**config.mk**
```make
export PLATFORM = sky130hd
export DESIGN_NAME = wdt_supervisor
export DESIGN_NICKNAME = d
export VERILOG_FILES = /design/src/rtl/wdt_pkg.sv /design/src/rtl/wdt_kick_sync.sv /design/src/rtl/wdt_timer.sv /design/src/rtl/wdt_supervisor.sv
export SDC_FILE = /design/constraint.sdc
export NUM_CORES = 1
export LEC_CHECK = 0
export BUFFER_PORTS_ARGS = -buffer_cell sky130_fd_sc_hd__buf_2
export CAP_MARGIN = 15
export CORE_ASPECT_RATIO = 1.4
export CORE_MARGIN = 8
export CORE_UTILIZATION = 49
export DETAILED_ROUTE_END_ITERATION = 8
export GPL_TIMING_DRIVEN = 0
export PLACE_DENSITY = 0.65
export SLEW_MARGIN = 10
export SYNTH_ARGS = -nofsm -noshare
export SYNTH_HDL_FRONTEND = slang
export SYNTH_SLANG_ARGS = --single-unit
```
**constraint.sdc**
```tcl
create_clock -name clk -period 2.5 [get_ports clk]
set_input_delay 0.125 -clock clk [delete_from_list [all_inputs] [get_ports clk]]
set_output_delay 0.125 -clock clk [all_outputs]
set_load 0.02 [all_outputs]
```
**src/rtl/wdt_pkg.sv**
```systemverilog
package wdt_pkg;

    // Action chosen for the timer in one cycle, in priority order
    typedef enum logic [2:0] {
        ACT_PARK,     // supply bad or disabled: hold at zero, flag released
        ACT_RESTART,  // kick transition or manual request
        ACT_HOLD,     // already expired: keep latched
        ACT_EXPIRE,   // final count reached
        ACT_COUNT     // advance
    } wdt_act_e;

endpackage

```
**src/rtl/wdt_kick_sync.sv**
```systemverilog
module wdt_kick_sync #(
    parameter int unsigned STAGES = 2
) (
    input  logic clk,
    input  logic rst_n,
    input  logic kick_i,
    output logic toggle_o
);
    typedef struct packed {
        logic [STAGES-1:0] sh;
        logic              prev;
    } sync_t;

    sync_t st_d, st_q;

    always_comb begin
        st_d      = st_q;
        st_d.sh   = {st_q.sh[STAGES-2:0], kick_i};
        st_d.prev = st_q.sh[STAGES-1];
    end

    always_ff @(posedge clk) begin
        if (!rst_n) st_q <= '0;
        else        st_q <= st_d;
    end

    assign toggle_o = st_q.sh[STAGES-1] ^ st_q.prev;

    // a reported transition means the synchronized level moved on the last edge
    assert_toggle_src_R10: assert property (@(posedge clk) disable iff (!rst_n)
        toggle_o |-> ($past(st_q.sh[STAGES-1]) != st_q.sh[STAGES-1]) || $rose(rst_n));

endmodule

```
**src/rtl/wdt_timer.sv**
```systemverilog
module wdt_timer
    import wdt_pkg::*;
#(
    parameter int unsigned TIMEOUT_CYC = 160
) (
    input  logic clk,
    input  logic rst_n,
    input  logic toggle_i,
    input  logic enable_i,
    input  logic mr_n_i,
    input  logic supply_ok_i,
    output logic expired_o
);
    localparam int unsigned CNT_W = $clog2(TIMEOUT_CYC + 1);
    localparam logic [CNT_W-1:0] LAST = CNT_W'(TIMEOUT_CYC - 1);

    typedef struct packed {
        logic [CNT_W-1:0] cnt;
        logic             expired;
    } tmr_t;

    tmr_t     st_d, st_q;
    wdt_act_e act;

    always_comb begin
        if (!supply_ok_i || !enable_i)  act = ACT_PARK;
        else if (toggle_i || !mr_n_i)   act = ACT_RESTART;
        else if (st_q.expired)          act = ACT_HOLD;
        else if (st_q.cnt == LAST)      act = ACT_EXPIRE;
        else                            act = ACT_COUNT;
    end

    always_comb begin
        st_d = st_q;
        unique case (act)
            ACT_PARK, ACT_RESTART: begin
                st_d.cnt     = '0;
                st_d.expired = 1'b0;
            end
            ACT_HOLD:   st_d = st_q;
            ACT_EXPIRE: begin
                st_d.cnt     = '0;
                st_d.expired = 1'b1;
            end
            default:    st_d.cnt = st_q.cnt + 1'b1;
        endcase
    end

    always_ff @(posedge clk) begin
        if (!rst_n) st_q <= '0;
        else        st_q <= st_d;
    end

    assign expired_o = st_q.expired;

    assert_cnt_bound_R2: assert property (@(posedge clk) disable iff (!rst_n)
        st_q.cnt <= LAST);

    assert_restart_R3: assert property (@(posedge clk) disable iff (!rst_n)
        (supply_ok_i && enable_i && toggle_i) |=> (!expired_o && st_q.cnt == '0));

    assert_manual_R5: assert property (@(posedge clk) disable iff (!rst_n)
        (supply_ok_i && enable_i && !mr_n_i) |=> (!expired_o && st_q.cnt == '0));

    assert_latch_R6: assert property (@(posedge clk) disable iff (!rst_n)
        (expired_o && supply_ok_i && enable_i && mr_n_i && !toggle_i) |=> expired_o);

    assert_frozen_R7: assert property (@(posedge clk) disable iff (!rst_n)
        !supply_ok_i |=> (st_q.cnt == '0 && !expired_o));

    assert_idle_R9: assert property (@(posedge clk) disable iff (!rst_n)
        !enable_i |=> (st_q.cnt == '0 && !expired_o));

endmodule

```
**src/rtl/wdt_supervisor.sv**
```systemverilog
module wdt_supervisor #(
    parameter int unsigned CLK_HZ      = 100_000_000,
    parameter int unsigned TIMEOUT_MS  = 1600,
    parameter int unsigned TIMEOUT_CYC = CLK_HZ / 1000 * TIMEOUT_MS,
    parameter int unsigned SYNC_STAGES = 2
) (
    input  logic clk,
    input  logic rst_n,
    input  logic kick_i,
    input  logic kick_en_i,
    input  logic mr_n_i,
    input  logic supply_ok_i,
    output logic wdt_n_o
);
    logic toggle;
    logic expired;

    wdt_kick_sync #(.STAGES(SYNC_STAGES)) u_sync (
        .clk      (clk),
        .rst_n    (rst_n),
        .kick_i   (kick_i),
        .toggle_o (toggle)
    );

    wdt_timer #(.TIMEOUT_CYC(TIMEOUT_CYC)) u_timer (
        .clk         (clk),
        .rst_n       (rst_n),
        .toggle_i    (toggle),
        .enable_i    (kick_en_i),
        .mr_n_i      (mr_n_i),
        .supply_ok_i (supply_ok_i),
        .expired_o   (expired)
    );

    // Supply-good acts on the flag without a register in between
    assign wdt_n_o = supply_ok_i & ~expired;

    assert_supply_low_R7: assert property (@(posedge clk) disable iff (!rst_n)
        !supply_ok_i |-> !wdt_n_o);

    assert_supply_back_R8: assert property (@(posedge clk) disable iff (!rst_n)
        $rose(supply_ok_i) |-> wdt_n_o);

    assert_disabled_high_R9: assert property (@(posedge clk) disable iff (!rst_n)
        (!kick_en_i && $past(!kick_en_i) && supply_ok_i) |-> wdt_n_o);

endmodule

```
==> out/metrics.yaml, run 1 <==
grt:
  gr-usage-all-layers_pct: 14.0
  grt_max_degree: 11
  grt_use_met1_pct: 12.4
  grt_overflow: 0
  use_met3_pct: 4.59
  antenna_found_initial: 0
  grtUsageMet2_pct: 27.4
  grt_pass1_vias: 1355
  grt_pass1_wl_um: 5720
  top_usage_layer: "met2"
sta:
  hold_viol: 0
  final.setup_skew_ns: 0.00678
  max_freq_ghz: 0.461
  worst_pin_slew_ns: 0.462
  rsz0062_at_grt: "false"
  slew_viol_final: 0
  finalCritPeriodShare_pct: 86.7
  min_period_ns: 2.17
  setup_viol: 0
  tns_ns: 0
  maxSlewHeadroom_pct: 69.2
logic_synthesis:
  yosysWarnings: 0
  synth_edf_count: 0
  ys_seq_area_share_pct: 41.6
  yosysTopAreaCell: "dfxtp_1"
  netlist_area_sq_um: 1540
  synthesis.instances: 172
  yosys-top-cells-area: "dfxtp_1 42%, xnor2_1 8.5%, nor2_1 7.1%, xor2_1 4.0%, nand4_1 3.7%"
  ys.flop_type: "dfxtp_1"
  syn-num-nets: 179
  synth-async-reset-ratio_pct: 0
  synth-seq-cells: 32
  syn_avg_cell_area_sq_um: 8.95
  synth_cell_types: 37
  synth_top_area_share_pct: 41.6
critical_path:
  worstSetupStartpointType: "register"
  critical-path-slowest-cell: "or4_4"
  end_kind: "register"
  cp.buffers_inverters: 1
  crit_family: "simple AND/OR/NAND/NOR gates"
  crit_required_ns: 2.67
  critical-path-max-stage-delay_ns: 0.56
  crit_arrival_ns: 2.34
  path_cells: "ha_1 > nor4b_2 > nand4_1 > or4_4 > nand3_4 > buf_6 > nor2_1"
  critPathMaxFanout: 10
  worstSetupPathType: "reg -> reg"
floorplanning:
  rows: 24
  ios: 7
  start_util_pct: 50.3
  core_sq_um: 3060
  die_area_sq_um: 5220
  die_h_um: 82.3
  die_w_um: 63.4
layout:
  final_cell_mix: "32 x dfxtp_1, 29 x nor2_1, 15 x xnor2_1"
  fin_nets: 192
  area_growth_pct: 11.4
  num-fill-cells: 317
  layout_commonest_cell: "dfxtp_1"
  multi_input_area_sq_um: 846
  ff_latch_area_sq_um: 641
  antenna_cells: 0
  drive_gt1_share_pct: 14.1
  final_core_util_pct: 56.0
power:
  finalPower_mw: 0.957
  power_density_nw_per_um2: 558
  p_leak_nw: 0.528
  ir_drop_mv: 0.342
place:
  port_buffers: 6
  dp_hpwl_um: 2500
  place_congestion: 0.798
cts:
  postCtsSetupBuffers: 0
  ctsHoldBuffers: 0
  cts.sinks: 32
  clkTransAtPathRegs_ns: 0.07
  cts_buffer_depth: 2
  numCtsBuffers: 5
  clk_latency_ns: 0.28
  cts_max_level: 2
  cts_tree: "done"
  ctsResizeCount: 0
  cts_root_buf: "clkbuf_8"
drt:
  via_per_inst: 5.72
  ant_nets: 0
  avgRoutedWirePerCell_um: 15.0
  drtPass1Iterations: 4
  first_iter_violations: 57
  vias: 1281
  remaining_drc_errors: 0
  routed_wl_um: 3360
run_status:
  outcome: "completed"
flow_run:
  maxCapViolations: 0
hold_path:
  min_path_type: "in -> reg"
## final timing paths
| check | slack [ns] | end | cells past startpoint | start |
|---|---|---|---|---|
| hold reg to reg | 0.47 | u_sync.st_d[0]$_SDFF_PN0_ | 1 | u_sync.st_d[2]$_SDFF_PN0_ |
| hold / removal | 0.04 | u_sync.st_d[2]$_SDFF_PN0_ | 2 | kick_i |
| setup / recovery | 0.33 | u_timer.st_q[18]$_SDFFE_PN0P_ | 7 | u_timer.st_q[1]$_SDFFE_PN0P_ |
| setup reg to reg | 0.33 | u_timer.st_q[18]$_SDFFE_PN0P_ | 7 | u_timer.st_q[1]$_SDFFE_PN0P_ |
## area by class of cell
cell class / instances / share of cell area (%)
flip-flops and latches: 32 / 37.3
clock buffers: 7 / 5.62
plain buffers: 5 / 2.26
inverters: 4 / 0.875
repair buffers: 6 / 1.75
well taps: 39 / 2.84
multi-input cells: 131 / 49.3
## per-stage QoR
| stage | area, sq um | cells | setup WS, ns | hold slack, ns |
|---|---|---|---|---|
| floorplan | 1540 | 172 | 0.676 | 0.247 |
| global placement | 1620 | 217 | 0.423 | 0.324 |
| detailed placement | 1620 | 217 | 0.327 | 0.331 |
| CTS | 1720 | 224 | 0.316 | 0.0364 |
| global route | 1720 | 224 | 0.209 | 0.0311 |
| finish | 1720 | 224 | 0.333 | 0.0419 |
## cells in the mapped netlist (all sizes together), types with 5 or more instances
cell	n
nand2	11
nor4	7
dfxtp	32
nor3	5
xor2	8
nor2	29
nand4	10
nand3	8
and2	7
xnor2	15
## cells by family (layout without fill, tap and decap cells)
| group | count (synthesis) | after routing | synth area share [%] |
|---|---|---|---|
| AND/OR/NAND/NOR | 93 | 93 | 34.4 |
| flip-flops | 32 | 32 | 41.6 |
| XOR/XNOR | 23 | 23 | 13.6 |
| AO/OA/AOI/OAI | 13 | 13 | 5.52 |
| buffers and inverters | 9 | 22 | 3.49 |
| adder cells (fa/ha/maj) | 1 | 1 | 0.812 |
| multiplexers | 1 | 1 | 0.650 |
## registers in the layout (all words and copies together), names as in the netlist
signal	flops
u_sync.st_d	2
u_sync.st_q	1
u_timer.expired_o	1
u_timer.st_q	28
## routing by layer
| metal | up-vias | share of wire, % |
|---|---|---|
| met3 | 4 | 4.8 |
| li1 | 625 | - |
| met2 | 26 | 55 |
| met1 | 626 | 38 |
| met5 | - | 0 |
| met4 | 0 | 1.7 |
## where the power goes
group	switching [mW]	total [mW]	internal, mW
sequential	0.00195	0.514	0.512
clock	0.178	0.423	0.245
combinational	0.0119	0.0204	0.00854
total	0.192	0.957	0.766
No activity file was read; power rests on OpenSTA's default activity.
==> inputs of run 2 (changes only) <==
--- a/config.mk
+++ b/config.mk
@@ -16,4 +16,5 @@
 export SLEW_MARGIN = 10
 export SYNTH_ARGS = -nofsm -noshare
 export SYNTH_HDL_FRONTEND = slang
+export SYNTH_HIERARCHICAL = 1
 export SYNTH_SLANG_ARGS = --single-unit
==> out/metrics.yaml, run 2 <==
run_status:
  outcome: "completed"  # unchanged
logic_synthesis:
  ys_seq_area_share_pct: 39.3  # was 41.6%
  ys_top_cells_by_count: "32 x dfxtp_1, 23 x a21oi_1, 13 x o31ai_1"  # was 32 x dfxtp_1, 29 x nor2_1, 15 x xnor2_1
  synth.most_common_cell: "dfxtp_1"  # unchanged
  synth-async-reset-ratio_pct: 0  # unchanged
  yosysWarnings: 6  # was 0
  synth_edf_count: 0  # unchanged
  syn_avg_cell_area_sq_um: 8.91  # was 8.95 sq um
  synth_cell_types: 40  # was 37
  syn-num-nets: 190  # was 179
  synthesis.instances: 183  # was 172
  synth-seq-cells: 32  # unchanged
  ys.flop_type: "dfxtp_1"  # unchanged
  netlist_area_sq_um: 1630  # was 1540 sq um
  yosysTopAreaCell: "dfxtp_1"  # unchanged
  yosys-top-cells-area: "dfxtp_1 39%, a21oi_1 7.1%, o31ai_1 6.0%, or4_1 5.5%, nand3_1 3.1%"  # was dfxtp_1 42%, xnor2_1 8.5%, nor2_1 7.1%, xor2_1 4.0%, nand4_1 3.7%
  synth_top_area_share_pct: 39.3  # was 41.6%
drt:
  wl_met3_um: 226  # was 163 um
  remaining_drc_errors: 0  # unchanged
  routed-wl-met2_um: 2020  # was 1850 um
  routed_wl_um: 3910  # was 3360 um
  first_iter_violations: 66  # was 57
  m1WireLength_um: 1580  # was 1290 um
  drtPass1Iterations: 4  # unchanged
  ant_nets: 0  # unchanged
  avgRoutedWirePerCell_um: 16.5  # was 15.0 um
  vias: 1532  # was 1281
  via_per_inst: 6.46  # was 5.72
  highest_layer: "met4"  # unchanged
critical_path:
  crit_arrival_ns: 2.44  # was 2.34 ns
  reg2reg_depth: 6  # was 7
  crit_required_ns: 2.67  # about the same
  end_kind: "register"  # unchanged
  crit_end: "u_timer/st_q[3]$_SDFFE_PN0P_"  # was u_timer.st_q[18]$_SDFFE_PN0P_
  crit_start: "u_timer/st_q[1]$_SDFFE_PN0P_"  # was u_timer.st_q[1]$_SDFFE_PN0P_
  r2r-end: "u_timer/st_q[3]$_SDFFE_PN0P_"  # was u_timer.st_q[18]$_SDFFE_PN0P_
  worstSetupStartpointType: "register"  # unchanged
  timing.rr.start: "u_timer/st_q[1]$_SDFFE_PN0P_"  # was u_timer.st_q[1]$_SDFFE_PN0P_
  r2r_setup_slack_ns: 0.23  # was 0.33 ns
  worstSetupPathType: "reg -> reg"  # unchanged
  critPathMaxFanout: 10  # unchanged
layout:
  finalInstanceArea_sq_um: 1800  # was 1720 sq um
  largest_reg_flops: 28  # unchanged
  final_cell_mix: "32 x dfxtp_1, 23 x a21oi_1, 13 x o31ai_1"  # was 32 x dfxtp_1, 29 x nor2_1, 15 x xnor2_1
  multi_input_area_sq_um: 925  # was 846 sq um
  drive_gt1_share_pct: 12.7  # was 14.1%
  regMostFlops: "u_timer/st_q"  # was u_timer.st_q
  num-fill-cells: 333  # was 317
  antenna_cells: 0  # unchanged
  ff_latch_area_sq_um: 641  # unchanged
  fin_nets: 203  # was 192
  area_growth_pct: 10.4  # was 11.4%
  layout_commonest_cell: "dfxtp_1"  # unchanged
sta:
  worst_pin_slew_ns: 0.565  # was 0.462 ns
  rsz0062_at_grt: "false"  # unchanged
  finalCritPeriodShare_pct: 91.0  # was 86.7%
  min_period_ns: 2.27  # was 2.17 ns
  hold_viol: 0  # unchanged
  setup_viol: 0  # unchanged
  slew_viol_final: 0  # unchanged
  final.setup_skew_ns: 0.00617  # was 0.00678 ns
  tns_ns: 0  # unchanged
  maxSlewHeadroom_pct: 62.0  # was 69.2%
  max_freq_ghz: 0.440  # was 0.461 GHz
flow_run:
  maxCapViolations: 0  # unchanged
cts:
  cts_buffer_depth: 2  # unchanged
  ctsResizeCount: 0  # unchanged
  cts_tree: "done"  # unchanged
  cts_max_level: 2  # unchanged
  ctsHoldBuffers: 0  # unchanged
  cts.sinks: 32  # unchanged
  clkTransAtPathRegs_ns: 0.07  # about the same
  postCtsSetupBuffers: 0  # unchanged
  cts_root_buf: "clkbuf_8"  # unchanged
  clk_latency_ns: 0.28  # about the same
  numCtsBuffers: 5  # unchanged
hold_path:
  min_path_type: "in -> reg"  # unchanged
power:
  power_density_nw_per_um2: 519  # was 558 nW/um^2
  p_leak_nw: 0.540  # was 0.528 nW
  finalPower_mw: 0.935  # was 0.957 mW
  ir_drop_mv: 0.350  # was 0.342 mV
floorplanning:
  die_w_um: 64.8  # was 63.4 um
  die_area_sq_um: 5460  # was 5220 sq um
  rows: 25  # was 24
  ios: 7  # unchanged
  core_sq_um: 3280  # was 3060 sq um
  start_util_pct: 49.6  # was 50.3%
  die_h_um: 84.3  # was 82.3 um
place:
  port_buffers: 6  # unchanged
  post_dp_cell_area_sq_um: 1710  # was 1620 sq um
  place_congestion: 0.821  # was 0.798
  dp_hpwl_um: 2800  # was 2500 um
grt:
  antenna_found_initial: 0  # unchanged
  grt_max_degree: 11  # unchanged
  grt_pass1_vias: 1438  # was 1355
  grt_pass1_wl_um: 6510  # was 5720 um
  grt_overflow: 0  # unchanged
  gr-usage-all-layers_pct: 14.8  # was 14.0%
-- run 2: cell types whose count changed after synthesis, moves of 4 or more --
cell	previous run	this run
nor4_1	7	1
a21oi_1	4	23
o21ai_0	4	10
xnor2_1	15	3
nor3_1	5	0
or4_1	0	12
o31ai_1	0	13
nor2_1	29	7
xor2_1	7	3
-- run 2: cells by family after synthesis --
kind of cell	Yosys count	share of synthesized area, %
AND/OR/NAND/NOR	75	30.6
AO/OA/AOI/OAI	57	22.1
flip-flops	32	39.3
buffers and inverters	12	3.99
XOR/XNOR	6	3.22
adder cells (fa/ha/maj)	1	0.767
-- run 2: worst min path at each step --
stage	endpoint	depth (start not counted)	start	slack [ns]
after global routing	u_sync/st_d[2]$_SDFF_PN0_	2	kick_i	0.05
after floorplan	u_sync/st_d[2]$_SDFF_PN0_	1	rst_n	0.25
after global placement	u_sync/st_d[2]$_SDFF_PN0_	2	kick_i	0.33
final	u_sync/st_d[2]$_SDFF_PN0_	2	kick_i	0.06
after CTS	u_sync/st_d[2]$_SDFF_PN0_	2	kick_i	0.04
after detailed placement	u_sync/st_d[2]$_SDFF_PN0_	2	kick_i	0.35
-- run 2: cell type report --
cell class                      instances  share of cell area, %
Inverter                                4                  0.834
Multi-Input combinational cell        139                   51.4
Sequential cell                        32                   35.6
Timing Repair Buffer                    6                   1.67
Buffer                                  8                   2.78
Clock buffer                            8                   5.00
Tap cell                               40                   2.78
-- run 2: critical path, stage by stage, from the launching register on --
cell and delay (ns):
dfxtp_1 0.44, ha_1 0.38, nor4b_1 0.26, nand3_1 0.23, o31ai_4 0.45, buf_2 0.31, nor2_1 0.08
-- run 2: power by group --
group | switching, mW | total (mW) | internal, mW
clock network | 0.175 | 0.400 | 0.224
registers | 0.00154 | 0.514 | 0.512
logic | 0.0123 | 0.0212 | 0.00888
-- run 2: metrics by stage --
step	std cells	util (%)	setup WS, ns	hold WS (ns)
after floorplan	183	-	0.685	0.247
after global placement	229	52.1	0.289	0.334
after detailed placement	229	52.1	0.229	0.346
after CTS	237	54.8	0.229	0.0433
after global routing	237	54.8	0.0381	0.0500
final	237	54.8	0.226	0.0560
-- run 2: layer usage --
metal / GRT usage, % / vias up
li1: - / 740
met1: 15.5 / 728
met2: 25.1 / 53
met3: 4.13 / 11
met4: 9.36 / 0
met5: 0 / -
==> inputs of run 3 (changes only) <==
--- a/config.mk
+++ b/config.mk
@@ -10,6 +10,7 @@
 export CORE_ASPECT_RATIO = 1.4
 export CORE_MARGIN = 8
 export CORE_UTILIZATION = 49
+export CTS_BUF_LIST = sky130_fd_sc_hd__clkbuf_8 sky130_fd_sc_hd__clkbuf_16
 export DETAILED_ROUTE_END_ITERATION = 8
 export GPL_TIMING_DRIVEN = 0
 export PLACE_DENSITY = 0.65
==> out/metrics.yaml, run 3 (synthesized netlist as in run 2, its figures left out) <==
sta:
  rsz0062_at_grt: "false"  # unchanged
  setup_slack_ns: 0.220  # was 0.226 ns
  final.setup_skew_ns: 0.00698  # was 0.00617 ns
  setup_viol: 0  # unchanged
  slew_viol_final: 0  # unchanged
  maxSlewHeadroom_pct: 61.5  # was 62.0%
  max_freq_ghz: 0.439  # was 0.440 GHz
  tns_ns: 0  # unchanged
  hold_viol: 0  # unchanged
  worst_pin_slew_ns: 0.573  # was 0.565 ns
  finalCritPeriodShare_pct: 91.2  # was 91.0%
  min_period_ns: 2.28  # was 2.27 ns
layout:
  finalNonFillerCells: 237  # unchanged
  multi_input_area_sq_um: 925  # unchanged
  num-fill-cells: 333  # unchanged
  largest_reg_flops: 28  # unchanged
  layout_commonest_cell: "dfxtp_1"  # unchanged
  final_cell_mix: "32 x dfxtp_1, 23 x a21oi_1, 13 x o31ai_1"  # unchanged
  ff_latch_area_sq_um: 641  # unchanged
  antenna_cells: 0  # unchanged
  area_growth_pct: 10.4  # unchanged
  finalInstanceArea_sq_um: 1800  # unchanged
  regMostFlops: "u_timer/st_q"  # unchanged
  fin_nets: 203  # unchanged
  drive_gt1_share_pct: 12.7  # unchanged
grt:
  gr-usage-all-layers_pct: 14.8  # unchanged
  grt_max_degree: 11  # unchanged
  grt_overflow: 0  # unchanged
  grt_pass1_vias: 1440  # was 1438
  antenna_found_initial: 0  # unchanged
  grt_pass1_wl_um: 6520  # was 6510 um
drt:
  routed_wl_um: 3880  # was 3910 um
  ant_nets: 0  # unchanged
  vias: 1518  # was 1532
  drtPass1Iterations: 4  # unchanged
  remaining_drc_errors: 0  # unchanged
  first_iter_violations: 69  # was 66
  avgRoutedWirePerCell_um: 16.4  # was 16.5 um
  via_per_inst: 6.41  # was 6.46
critical_path:
  critPathMaxFanout: 10  # unchanged
  crit_required_ns: 2.66  # was 2.67 ns
  cp.buffers_inverters: 1  # unchanged
  worstSetupPathType: "reg -> reg"  # unchanged
  crit_family: "simple AND/OR/NAND/NOR gates"  # unchanged
  end_kind: "register"  # unchanged
  path_cells: "ha_1 > nor4b_1 > nand3_1 > o31ai_4 > buf_2 > nor2_1"  # unchanged
  worstSetupStartpointType: "register"  # unchanged
  critical-path-max-stage-delay_ns: 0.44  # was 0.45 ns
  crit_arrival_ns: 2.44  # about the same
  critical-path-slowest-cell: "dfxtp_1"  # was o31ai_4
floorplanning:
  die_area_sq_um: 5460  # unchanged
  die_w_um: 64.8  # unchanged
  start_util_pct: 49.6  # unchanged
  core_sq_um: 3280  # unchanged
  ios: 7  # unchanged
  rows: 25  # unchanged
  die_h_um: 84.3  # unchanged
place:
  port_buffers: 6  # unchanged
  post_dp_cell_area_sq_um: 1710  # unchanged
  place_congestion: 0.821  # unchanged
  post-place-ws_ns: 0.229  # unchanged
  dp_hpwl_um: 2800  # unchanged
  dp_cells: 229  # unchanged
cts:
  postCtsSetupBuffers: 0  # unchanged
  cts.sinks: 32  # unchanged
  numCtsBuffers: 5  # unchanged
  clk_latency_ns: 0.28  # about the same
  ctsHoldBuffers: 0  # unchanged
  cts_max_level: 2  # unchanged
  cts_tree: "done"  # unchanged
  ctsResizeCount: 0  # unchanged
  cts_root_buf: "clkbuf_8"  # unchanged
  clkTransAtPathRegs_ns: 0.07  # about the same
  cts_buffer_depth: 2  # unchanged
power:
  pwr-share-clk_pct: 42.2  # was 42.8%
  p_leak_nw: 0.549  # was 0.540 nW
  power_frac_seq_pct: 55.5  # was 55.0%
  power_density_nw_per_um2: 515  # was 519 nW/um^2
  intPower_mw: 0.737  # was 0.745 mW
  ir_drop_mv: 0.349  # was 0.350 mV
  switching_share_pct: 20.4  # was 20.3%
  netSwitchingPower_mw: 0.189  # about the same
  comb_power_share_pct: 2.3  # about the same
hold_path:
  min_path_type: "in -> reg"  # unchanged
flow_run:
  maxCapViolations: 0  # unchanged
run_status:
  outcome: "completed"  # unchanged
run 3: cell types whose count changed in the layout (fill, tap and decap cells not counted):
| cell | change |
|---|---|
| clkbuf_1 | -2 |
| inv_1 | +2 |
run 3: area by class of cell:
cell class	instances	area share [%]
clock inverter	2	0.417
sequential	32	35.6
timing repair buffer	6	1.67
inverter	4	0.834
tap	40	2.78
clock buffer	6	4.59
buffer	8	2.78
multi-input combinational	139	51.4
run 3: per-layer routing:
metal,GRT usage [%],vias up,wire (um)
met5,0,-,0
met4,9.36,0,80
met3,4.13,9,202
met2,25.2,46,2020
met1,15.4,720,1580
li1,-,743,-
run 3: worst paths after layout:
| path | from | endpoint | depth (start not counted) | slack [ns] |
|---|---|---|---|---|
| hold / removal | kick_i | u_sync/st_d[2]$_SDFF_PN0_ | 2 | 0.06 |
| hold reg to reg | u_sync/st_d[2]$_SDFF_PN0_ | u_sync/st_d[0]$_SDFF_PN0_ | 1 | 0.45 |
| setup reg to reg | u_timer/st_q[1]$_SDFFE_PN0P_ | u_timer/st_q[3]$_SDFFE_PN0P_ | 6 | 0.22 |
| setup / recovery | u_timer/st_q[1]$_SDFFE_PN0P_ | u_timer/st_q[3]$_SDFFE_PN0P_ | 6 | 0.22 |
run 3: power groups by stage:
stage	combinational, mW	clock, mW	sequential (mW)
2_1_floorplan	0.0120	0	0.525
3_3_place_gp	0.0199	0	0.525
3_5_place_dp	0.0210	0	0.525
4_1_cts	0.0211	0.406	0.514
5_1_grt	0.0231	0.425	0.514
6_report	0.0212	0.391	0.514
run 3: stage by stage:
step / utilization (%) / hold WS, ns / power (mW)
after floorplan: - / 0.247 / 0.537
after global placement: 52.1 / 0.334 / 0.545
after detailed placement: 52.1 / 0.346 / 0.546
after CTS: 54.8 / 0.0433 / 0.941
after global routing: 54.8 / 0.0500 / 0.962
final: 54.8 / 0.0560 / 0.926
